$ cat src/rtl/gaf_pkg.sv
package gaf_pkg;

  // raw emulated control inputs, as seen on the ports
  typedef struct packed {
    logic clk;
    logic ce;
    logic set;
    logic clr;
    logic aload;
  } gaf_ctl_t;

  // a level control is on when it matches its active polarity
  function automatic logic level_on(input logic sig, input logic act_high);
    return sig == act_high;
  endfunction

  // edge between the previous sample and the present value
  function automatic logic edge_seen(input logic prev, input logic cur,
                                     input logic rising);
    return rising ? (!prev && cur) : (prev && !cur);
  endfunction

endpackage

$ cat src/rtl/gaf_sampler.sv
module gaf_sampler
  import gaf_pkg::*;
#(
  parameter int WIDTH = 4
) (
  input  logic             gclk,
  input  logic             rst_n,
  input  gaf_ctl_t         now_ctl,
  input  logic [WIDTH-1:0] now_d,
  input  logic [WIDTH-1:0] now_ad,
  output gaf_ctl_t         smp_ctl,
  output logic [WIDTH-1:0] smp_d,
  output logic [WIDTH-1:0] smp_ad,
  output logic             smp_valid
);

  always_ff @(posedge gclk or negedge rst_n) begin
    if (!rst_n) begin
      smp_ctl   <= '0;
      smp_d     <= '0;
      smp_ad    <= '0;
      smp_valid <= 1'b0;
    end else begin
      smp_ctl   <= now_ctl;
      smp_d     <= now_d;
      smp_ad    <= now_ad;
      smp_valid <= 1'b1;
    end
  end

  // the sample-valid flag is low for exactly one cycle after reset
  p_first_once_r10: assert property (@(posedge gclk) disable iff (!rst_n)
    !smp_valid |=> smp_valid);
  p_valid_sticky_r10: assert property (@(posedge gclk) disable iff (!rst_n)
    smp_valid |=> smp_valid);

endmodule

$ cat src/rtl/gaf_stage.sv
module gaf_stage #(
  parameter int WIDTH = 4
) (
  input  logic [WIDTH-1:0] val_in,
  input  logic             en_clk,
  input  logic [WIDTH-1:0] clk_d,
  input  logic             en_load,
  input  logic [WIDTH-1:0] load_d,
  input  logic             en_set,
  input  logic             en_clr,
  output logic [WIDTH-1:0] val_out
);

  // later assignments win: clear > set > load > clocked update > hold
  always_comb begin
    val_out = val_in;
    if (en_clk)  val_out = clk_d;
    if (en_load) val_out = load_d;
    if (en_set)  val_out = '1;
    if (en_clr)  val_out = '0;
  end

endmodule

$ cat src/rtl/gaf_state.sv
module gaf_state #(
  parameter int               WIDTH    = 4,
  parameter logic [WIDTH-1:0] INIT_VAL = '0
) (
  input  logic             gclk,
  input  logic             rst_n,
  input  logic [WIDTH-1:0] next_val,
  output logic [WIDTH-1:0] state_q
);

  always_ff @(posedge gclk or negedge rst_n) begin
    if (!rst_n) state_q <= INIT_VAL;
    else        state_q <= next_val;
  end

endmodule

$ cat src/rtl/gclk_async_flop.sv
module gclk_async_flop
  import gaf_pkg::*;
#(
  parameter int               WIDTH      = 4,
  parameter logic [WIDTH-1:0] INIT_VAL   = 4'h5,
  parameter bit               CLK_RISING = 1'b1,
  parameter bit               CE_HIGH    = 1'b1,
  parameter bit               SET_HIGH   = 1'b1,
  parameter bit               CLR_HIGH   = 1'b1,
  parameter bit               LOAD_HIGH  = 1'b1
) (
  input  logic             gclk,
  input  logic             rst_n,
  input  logic             emu_clk,
  input  logic             emu_ce,
  input  logic [WIDTH-1:0] emu_d,
  input  logic             emu_set,
  input  logic             emu_clr,
  input  logic             emu_aload,
  input  logic [WIDTH-1:0] emu_ad,
  output logic [WIDTH-1:0] q
);

  localparam int NSTAGE = 2;  // stage 0: sampled values, stage 1: present values

  gaf_ctl_t         now_ctl, smp_ctl;
  logic [WIDTH-1:0] smp_d, smp_ad, state_q;
  logic             smp_valid;

  always_comb begin
    now_ctl.clk   = emu_clk;
    now_ctl.ce    = emu_ce;
    now_ctl.set   = emu_set;
    now_ctl.clr   = emu_clr;
    now_ctl.aload = emu_aload;
  end

  gaf_sampler #(.WIDTH(WIDTH)) u_sampler (
    .gclk      (gclk),
    .rst_n     (rst_n),
    .now_ctl   (now_ctl),
    .now_d     (emu_d),
    .now_ad    (emu_ad),
    .smp_ctl   (smp_ctl),
    .smp_d     (smp_d),
    .smp_ad    (smp_ad),
    .smp_valid (smp_valid)
  );

  // named events, used by the stages and the assertions
  logic clk_edge, smp_clk_upd, smp_load, smp_set, smp_clr;
  logic cur_load, cur_set, cur_clr, cur_any, smp_any;

  assign clk_edge    = smp_valid && edge_seen(smp_ctl.clk, emu_clk, CLK_RISING);
  assign smp_clk_upd = clk_edge && level_on(smp_ctl.ce, CE_HIGH);
  assign smp_load    = smp_valid && level_on(smp_ctl.aload, LOAD_HIGH);
  assign smp_set     = smp_valid && level_on(smp_ctl.set, SET_HIGH);
  assign smp_clr     = smp_valid && level_on(smp_ctl.clr, CLR_HIGH);
  assign cur_load    = level_on(emu_aload, LOAD_HIGH);
  assign cur_set     = level_on(emu_set, SET_HIGH);
  assign cur_clr     = level_on(emu_clr, CLR_HIGH);
  assign cur_any     = cur_load || cur_set || cur_clr;
  assign smp_any     = smp_clk_upd || smp_load || smp_set || smp_clr;

  // per-stage operation enables
  logic [NSTAGE-1:0] st_en_clk, st_en_load, st_en_set, st_en_clr;
  logic [WIDTH-1:0]  st_clk_d  [NSTAGE];
  logic [WIDTH-1:0]  st_load_d [NSTAGE];
  logic [WIDTH-1:0]  chain     [NSTAGE+1];

  assign st_en_clk  = {1'b0,     smp_clk_upd};
  assign st_en_load = {cur_load, smp_load};
  assign st_en_set  = {cur_set,  smp_set};
  assign st_en_clr  = {cur_clr,  smp_clr};
  assign st_clk_d[0]  = smp_d;
  assign st_clk_d[1]  = '0;
  assign st_load_d[0] = smp_ad;
  assign st_load_d[1] = emu_ad;
  assign chain[0]     = state_q;

  for (genvar g = 0; g < NSTAGE; g++) begin : g_stage
    gaf_stage #(.WIDTH(WIDTH)) u_stage (
      .val_in  (chain[g]),
      .en_clk  (st_en_clk[g]),
      .clk_d   (st_clk_d[g]),
      .en_load (st_en_load[g]),
      .load_d  (st_load_d[g]),
      .en_set  (st_en_set[g]),
      .en_clr  (st_en_clr[g]),
      .val_out (chain[g+1])
    );
  end

  assign q = chain[NSTAGE];

  gaf_state #(.WIDTH(WIDTH), .INIT_VAL(INIT_VAL)) u_state (
    .gclk     (gclk),
    .rst_n    (rst_n),
    .next_val (q),
    .state_q  (state_q)
  );

  // ---------------- assertions ----------------
  p_clr_first_r4: assert property (@(posedge gclk) disable iff (!rst_n)
    cur_clr |-> q == '0);

  p_set_ones_r5: assert property (@(posedge gclk) disable iff (!rst_n)
    (cur_set && !cur_clr) |-> q == '1);

  p_load_now_r6: assert property (@(posedge gclk) disable iff (!rst_n)
    (cur_load && !cur_set && !cur_clr) |-> q == emu_ad);

  p_load_fall_r7: assert property (@(posedge gclk) disable iff (!rst_n)
    (smp_valid && $past(cur_load) && !cur_any && !smp_set && !smp_clr)
      |-> q == $past(emu_ad));

  p_clr_set_r8: assert property (@(posedge gclk) disable iff (!rst_n)
    (smp_valid && $past(cur_clr) && !cur_clr && cur_set) |-> q == '1);

  p_hold_r2: assert property (@(posedge gclk) disable iff (!rst_n)
    (!cur_any && !smp_any) |-> q == state_q);

  p_edge_r2: assert property (@(posedge gclk) disable iff (!rst_n)
    (smp_clk_upd && !smp_load && !smp_set && !smp_clr && !cur_any)
      |-> q == $past(emu_d));

  p_first_quiet_r10: assert property (@(posedge gclk) disable iff (!rst_n)
    (!smp_valid && !cur_any) |-> q == state_q);

  p_state_next_r3: assert property (@(posedge gclk) disable iff (!rst_n)
    smp_valid |-> state_q == $past(q));

endmodule

$ cat config.mk
export PLATFORM = sky130hd
export DESIGN_NAME = gclk_async_flop
export DESIGN_NICKNAME = d
export VERILOG_FILES = /design/src/rtl/gaf_pkg.sv /design/src/rtl/gaf_sampler.sv /design/src/rtl/gaf_stage.sv /design/src/rtl/gaf_state.sv /design/src/rtl/gclk_async_flop.sv
export SDC_FILE = /design/constraint.sdc
export NUM_CORES = 1
export LEC_CHECK = 0
export BUFFER_PORTS_ARGS = -buffer_cell sky130_fd_sc_hd__buf_4
export CORE_MARGIN = 8
export CORE_UTILIZATION = 55
export CTS_BUF_LIST = sky130_fd_sc_hd__clkbuf_4 sky130_fd_sc_hd__clkbuf_8
export CTS_CLUSTER_SIZE = 16
export DETAILED_ROUTE_END_ITERATION = 12
export PLACE_DENSITY_LB_ADDON = 0.08
export SLEW_MARGIN = 20
export SYNTH_ARGS = -nofsm -noshare
export SYNTH_HDL_FRONTEND = slang
export SYNTH_SLANG_ARGS = --single-unit
$ cat constraint.sdc
create_clock -name gclk -period 3.8 [get_ports gclk]
set_clock_uncertainty 0.1 [all_clocks]
set_input_delay 0.57 -clock gclk [delete_from_list [all_inputs] [get_ports gclk]]
set_output_delay 0.57 -clock gclk [all_outputs]
set_load 0.005 [all_outputs]
* After elaboration in Yosys (flattened, before gate mapping)
Cells that the tools add are included.
W data, S select, Z words.
** Operators by class
- Muxes and demuxes :: 7
- Reduce and logical (&&, ||, !) cells :: 7
** Operators by type and width (number)
- $mux W4 :: 7
- $logic_and A1 B1 Y1 :: 6
- $logic_not A1 Y1 :: 1
** Storage, ports and cells
- Logic and storage cells :: 23
- Output and inout port bits :: 4
- Input bits :: 15
- Register bits after elaboration :: 18

* Depth between registers and ports, before layout
- Word-level depth :: 11
- Mapped depth :: 5

* Modules after synthesis
Synthesis repeated with hierarchy kept, for this count alone.
** Unflattened totals
- Cells, all modules :: 52
- Area total of the unflattened synthesis :: 710.7 sq um
** By module, submodules not included
- gaf_sampler :: seq. area each 350.3 sq um, cells each 15, area each 354.1 sq um, instances 1
- gaf_stage :: seq. area each 0.0 sq um, cells each 14, area each 108.9 sq um, instances 2
- gaf_state :: seq. area each 102.6 sq um, cells each 4, area each 102.6 sq um, instances 1
- gclk_async_flop :: seq. area each 0.0 sq um, cells each 5, area each 36.3 sq um, instances 1

* Least setup slack after synthesis
No wires, ideal clock.
- Path kind :: input -> output
- Start point :: in emu_clk
- End point :: out q[0]
- Required time :: 3.130 ns
- Path buffers :: 1
- Data arrival time :: 1.334 ns
- Slack :: 1.796 ns
- Cell stages on the path :: 4
- Cell sequence :: and4b_4 nand3_1 a311oi_1 buf_4
** RTL lines
- start: declaration :: RTL line gclk_async_flop.sv:14 : input logic emu_clk,
- end: declaration :: RTL line gclk_async_flop.sv:21 : output logic [WIDTH-1:0] q

* Worst setup path after layout
- Start point :: reg u_sampler.smp_valid
- End point :: out q[1]
** Between the ends
- Cells in the longest elaborated chain, start to end :: 9
** RTL lines
- start: declaration :: RTL line gaf_sampler.sv:14 : output logic smp_valid
- start signal: assignment :: RTL line gaf_sampler.sv:22 : smp_valid <= 1'b0;
- start signal: assignment :: RTL line gaf_sampler.sv:27 : smp_valid <= 1'b1;
- $logic_and A1 B1 Y1 :: RTL line gclk_async_flop.sv:54 : assign clk_edge = smp_valid && edge_seen(smp_ctl.clk, emu_clk, CLK_RISING);
- $logic_and A1 B1 Y1 :: RTL line gclk_async_flop.sv:55 : assign smp_clk_upd = clk_edge && level_on(smp_ctl.ce, CE_HIGH);
- $mux W4 :: RTL line gaf_stage.sv:17 : if (en_clk) val_out = clk_d;
- $mux W4 :: RTL line gaf_stage.sv:18 : if (en_load) val_out = load_d;
- $mux W4 :: RTL line gaf_stage.sv:19 : if (en_set) val_out = '1;
- $mux W4 * :: RTL line gaf_stage.sv:20 : if (en_clr) val_out = '0;
- $mux W4 * :: RTL line gaf_stage.sv:18
- $mux W4 * :: RTL line gaf_stage.sv:19
- $mux W4 * :: RTL line gaf_stage.sv:20
Every way passes the cells marked *; elsewhere a longest branch is shown, timed or not.

==> results.yml <==
clock_network:
  htree_levels: 1
  clkSinkCount: 18
  tritoncts: "yes"
  post_cts_resized: 0
  post-cts-setup-buffers: 0
  holdBufCountCts: 0
  root_buffer: "clkbuf_4"
  clk_pin_slew_ns: 0.10
  worstSkewPairLatency_ns: 0.29
  clockBufferDepth: 2
  cts_made_buffers: 3
cells_and_area:
  n_antenna_cell: 0
  multiInputGateArea_sq_um: 223
  drive_gt1_frac: 0.342
  fillers: 93
  layout.nets: 89
  area_growth_pct: 20.8
  register_area_sq_um: 453
synthesis:
  synth-seq-cells: 18
  synth_cells: 57
  synth_nets: 72
  synth-seq-area-share: 0.632
  yosysUniqueCellTypes: 15
  ys_warn_count: 0
  synth_area_per_cell_sq_um: 12.6
  syn_area_sq_um: 717
critical_path:
  cp-end-kind: "output pin"
  cp-start-kind: "flip-flop"
  critical_path_peak_fanout: 8
  r2r-start: "u_sampler.smp_valid"
  cp.arrival_ns: 1.74
  rr_endpoint: "u_state.state_q[1]"
  max_stage_delay_ns: 0.50
  criticalPathCategory: "flip-flop to output pin"
  critPathSlowestCell: "dfrtp_1"
  cp.required_ns: 3.13
  r2r_cells: 3
  critical_path.cell_chain: "and4b_4 -> nand3_1 -> a311oi_1 -> buf_4"
  r2r_slack_ns: 2.29
power_and_ir_drop:
  clkPwrFrac: 0.310
  leakagePower_nw: 0.390
  switchingPower_mw: 0.0798
  power_frac_seq: 0.575
  ir_drop_uv: 275
  power.total_mw: 0.364
  sw_frac_of_total: 0.219
  combPwrFrac: 0.116
  p_int_mw: 0.285
  power.density_nw_per_um2: 421
floorplan:
  dieArea_sq_um: 2710
  die-width_microns: 52.1
  initial_core_util: 0.572
  core_area_sq_um: 1250
  io_pins: 19
  rows: 13
  die_h_microns: 52.1
detailed_routing:
  vias: 506
  drtAntennaViolNets: 0
  drt_first_iter_violations: 9
  viasPerCell: 5.75
  route.detailed.drc: 0
  wl_microns: 1390
  firstDrtPassIters: 4
  wire_per_inst_microns: 15.8
timing:
  fin_crit_sh: 0.635
  max_freq_mhz: 414
  setup_viol: 0
  layout_min_cycle_time_ns: 2.41
  finalMaxSlewViolations: 0
  tns_ns: 0
  report.final.hold_viol_count: 0
  rsz0062_at_grt: "false"
global_routing:
  overflow: 0
  grt_start_max_net_pins: 19
  track_usage: 0.113
  antenna_found_initial: 0
  grt_pass1_wl_microns: 2330
  grt_pass1_vias: 554
run:
  drv_cap: 0
status:
  outcome: "finished, final reports clean"
placement:
  place_hpwl_microns: 1110
  portBuffers: 18
  gp_congestion: 0.858
hold_path:
  hp-class: "input pin to async pin"
## synth_stat cells
library cell  count  area share
a21o_1            4       0.042
a21oi_1           4       0.028
a221oi_1          4       0.049
a311oi_1          4       0.049
and4b_4           1       0.019
buf_1             1      0.0052
buf_4             5       0.052
conb_1            1      0.0052
dfrtp_1          16        0.56
dfstp_2           2       0.073
nand2_1           1      0.0052
nand2b_1          4       0.035
nand3_1           8       0.056
nand3b_1          1       0.010
nand4b_1          1       0.012
## critical path: cells and delay by family (launching register included)
kind,cells,cell delay (ns)
AOI/OAI and AO/OA,1,0.40
and+or+nand+nor,2,0.36
buffers and inverters,1,0.18
DFF,1,0.50
## power groups by stage
stage	sequential, mW	combinational (mW)	clock [mW]
final	0.209	0.0422	0.113
after global routing	0.211	0.0472	0.123
after CTS	0.210	0.0429	0.117
after detailed placement	0.213	0.0429	0
after global placement	0.213	0.0415	0
after floorplan	0.211	0.0230	0
## kinds of logic (layout without fill, tap and decap cells)
| kind of cell | count (synthesis) | after routing | synth area share |
|---|---|---|---|
| AO/OA/AOI/OAI | 16 | 16 | 0.168 |
| buffers and inverters | 6 | 22 | 0.0576 |
| flip-flops | 18 | 18 | 0.632 |
| other | 1 | 1 | 0.00523 |
| AND/OR/NAND/NOR | 16 | 16 | 0.138 |
## sequential cells by signal, summed over array words and instances, names as in the netlist
signal / cells
u_sampler.smp_d: 4
u_state.state_q: 4
u_sampler.smp_ad: 4
u_sampler.smp_valid: 1
u_sampler.smp_ctl: 5
## layout by cell type (no fill, tap or decap)
cell type  synthesis  routed
a21o_1             4       4
a21oi_1            4       4
a221oi_1           4       4
a311oi_1           4       4
and4b_4            1       1
buf_4              5      18
clkbuf_4           0       3
clkbuf_8           0       1
conb_1             1       1
dfrtp_1           16      16
dfstp_2            2       2
nand2_1            1       1
nand2b_1           4       4
nand3_1            8       8
nand3b_1           1       1
nand4b_1           1       1
## how the worst max path moves through the flow
stage | startpoint | endpoint | depth (start not counted)
2_1_floorplan | emu_clk | q[0] | 4
3_3_place_gp | emu_clk | q[0] | 5
5_1_grt | u_sampler.smp_valid | q[1] | 4
4_1_cts | u_sampler.smp_valid | q[2] | 4
3_5_place_dp | emu_clk | q[2] | 5
6_report | u_sampler.smp_valid | q[1] | 4
## through the flow
step                setup slack, ns   util  hold WS, ns  instance area, sq um  std cells
CTS                            1.38  0.691       0.0273                   866         88
floorplan                      1.80      -        0.174                   717         57
global placement               1.61  0.662        0.342                   830         84
detailed placement             1.56  0.662        0.346                   830         84
finish                         1.39  0.691       0.0265                   866         88
global route                   1.26  0.691       0.0343                   866         88
## metal layers
metal  global-route usage  up-vias  part of all wire
li1                     -      241                 -
met1                0.123      250              0.42
met2                0.190       15              0.51
met3               0.0484        0             0.062
met4               0.0398        0                 0
met5                    0        -                 0
## area by class of cell
class,count,area share
multi-input cells,33,0.257
flip-flops and latches,18,0.523
well taps,15,0.0217
repair buffers,18,0.156
clock buffers,4,0.0419
Note: power is estimated with default switching activity, not from simulation.
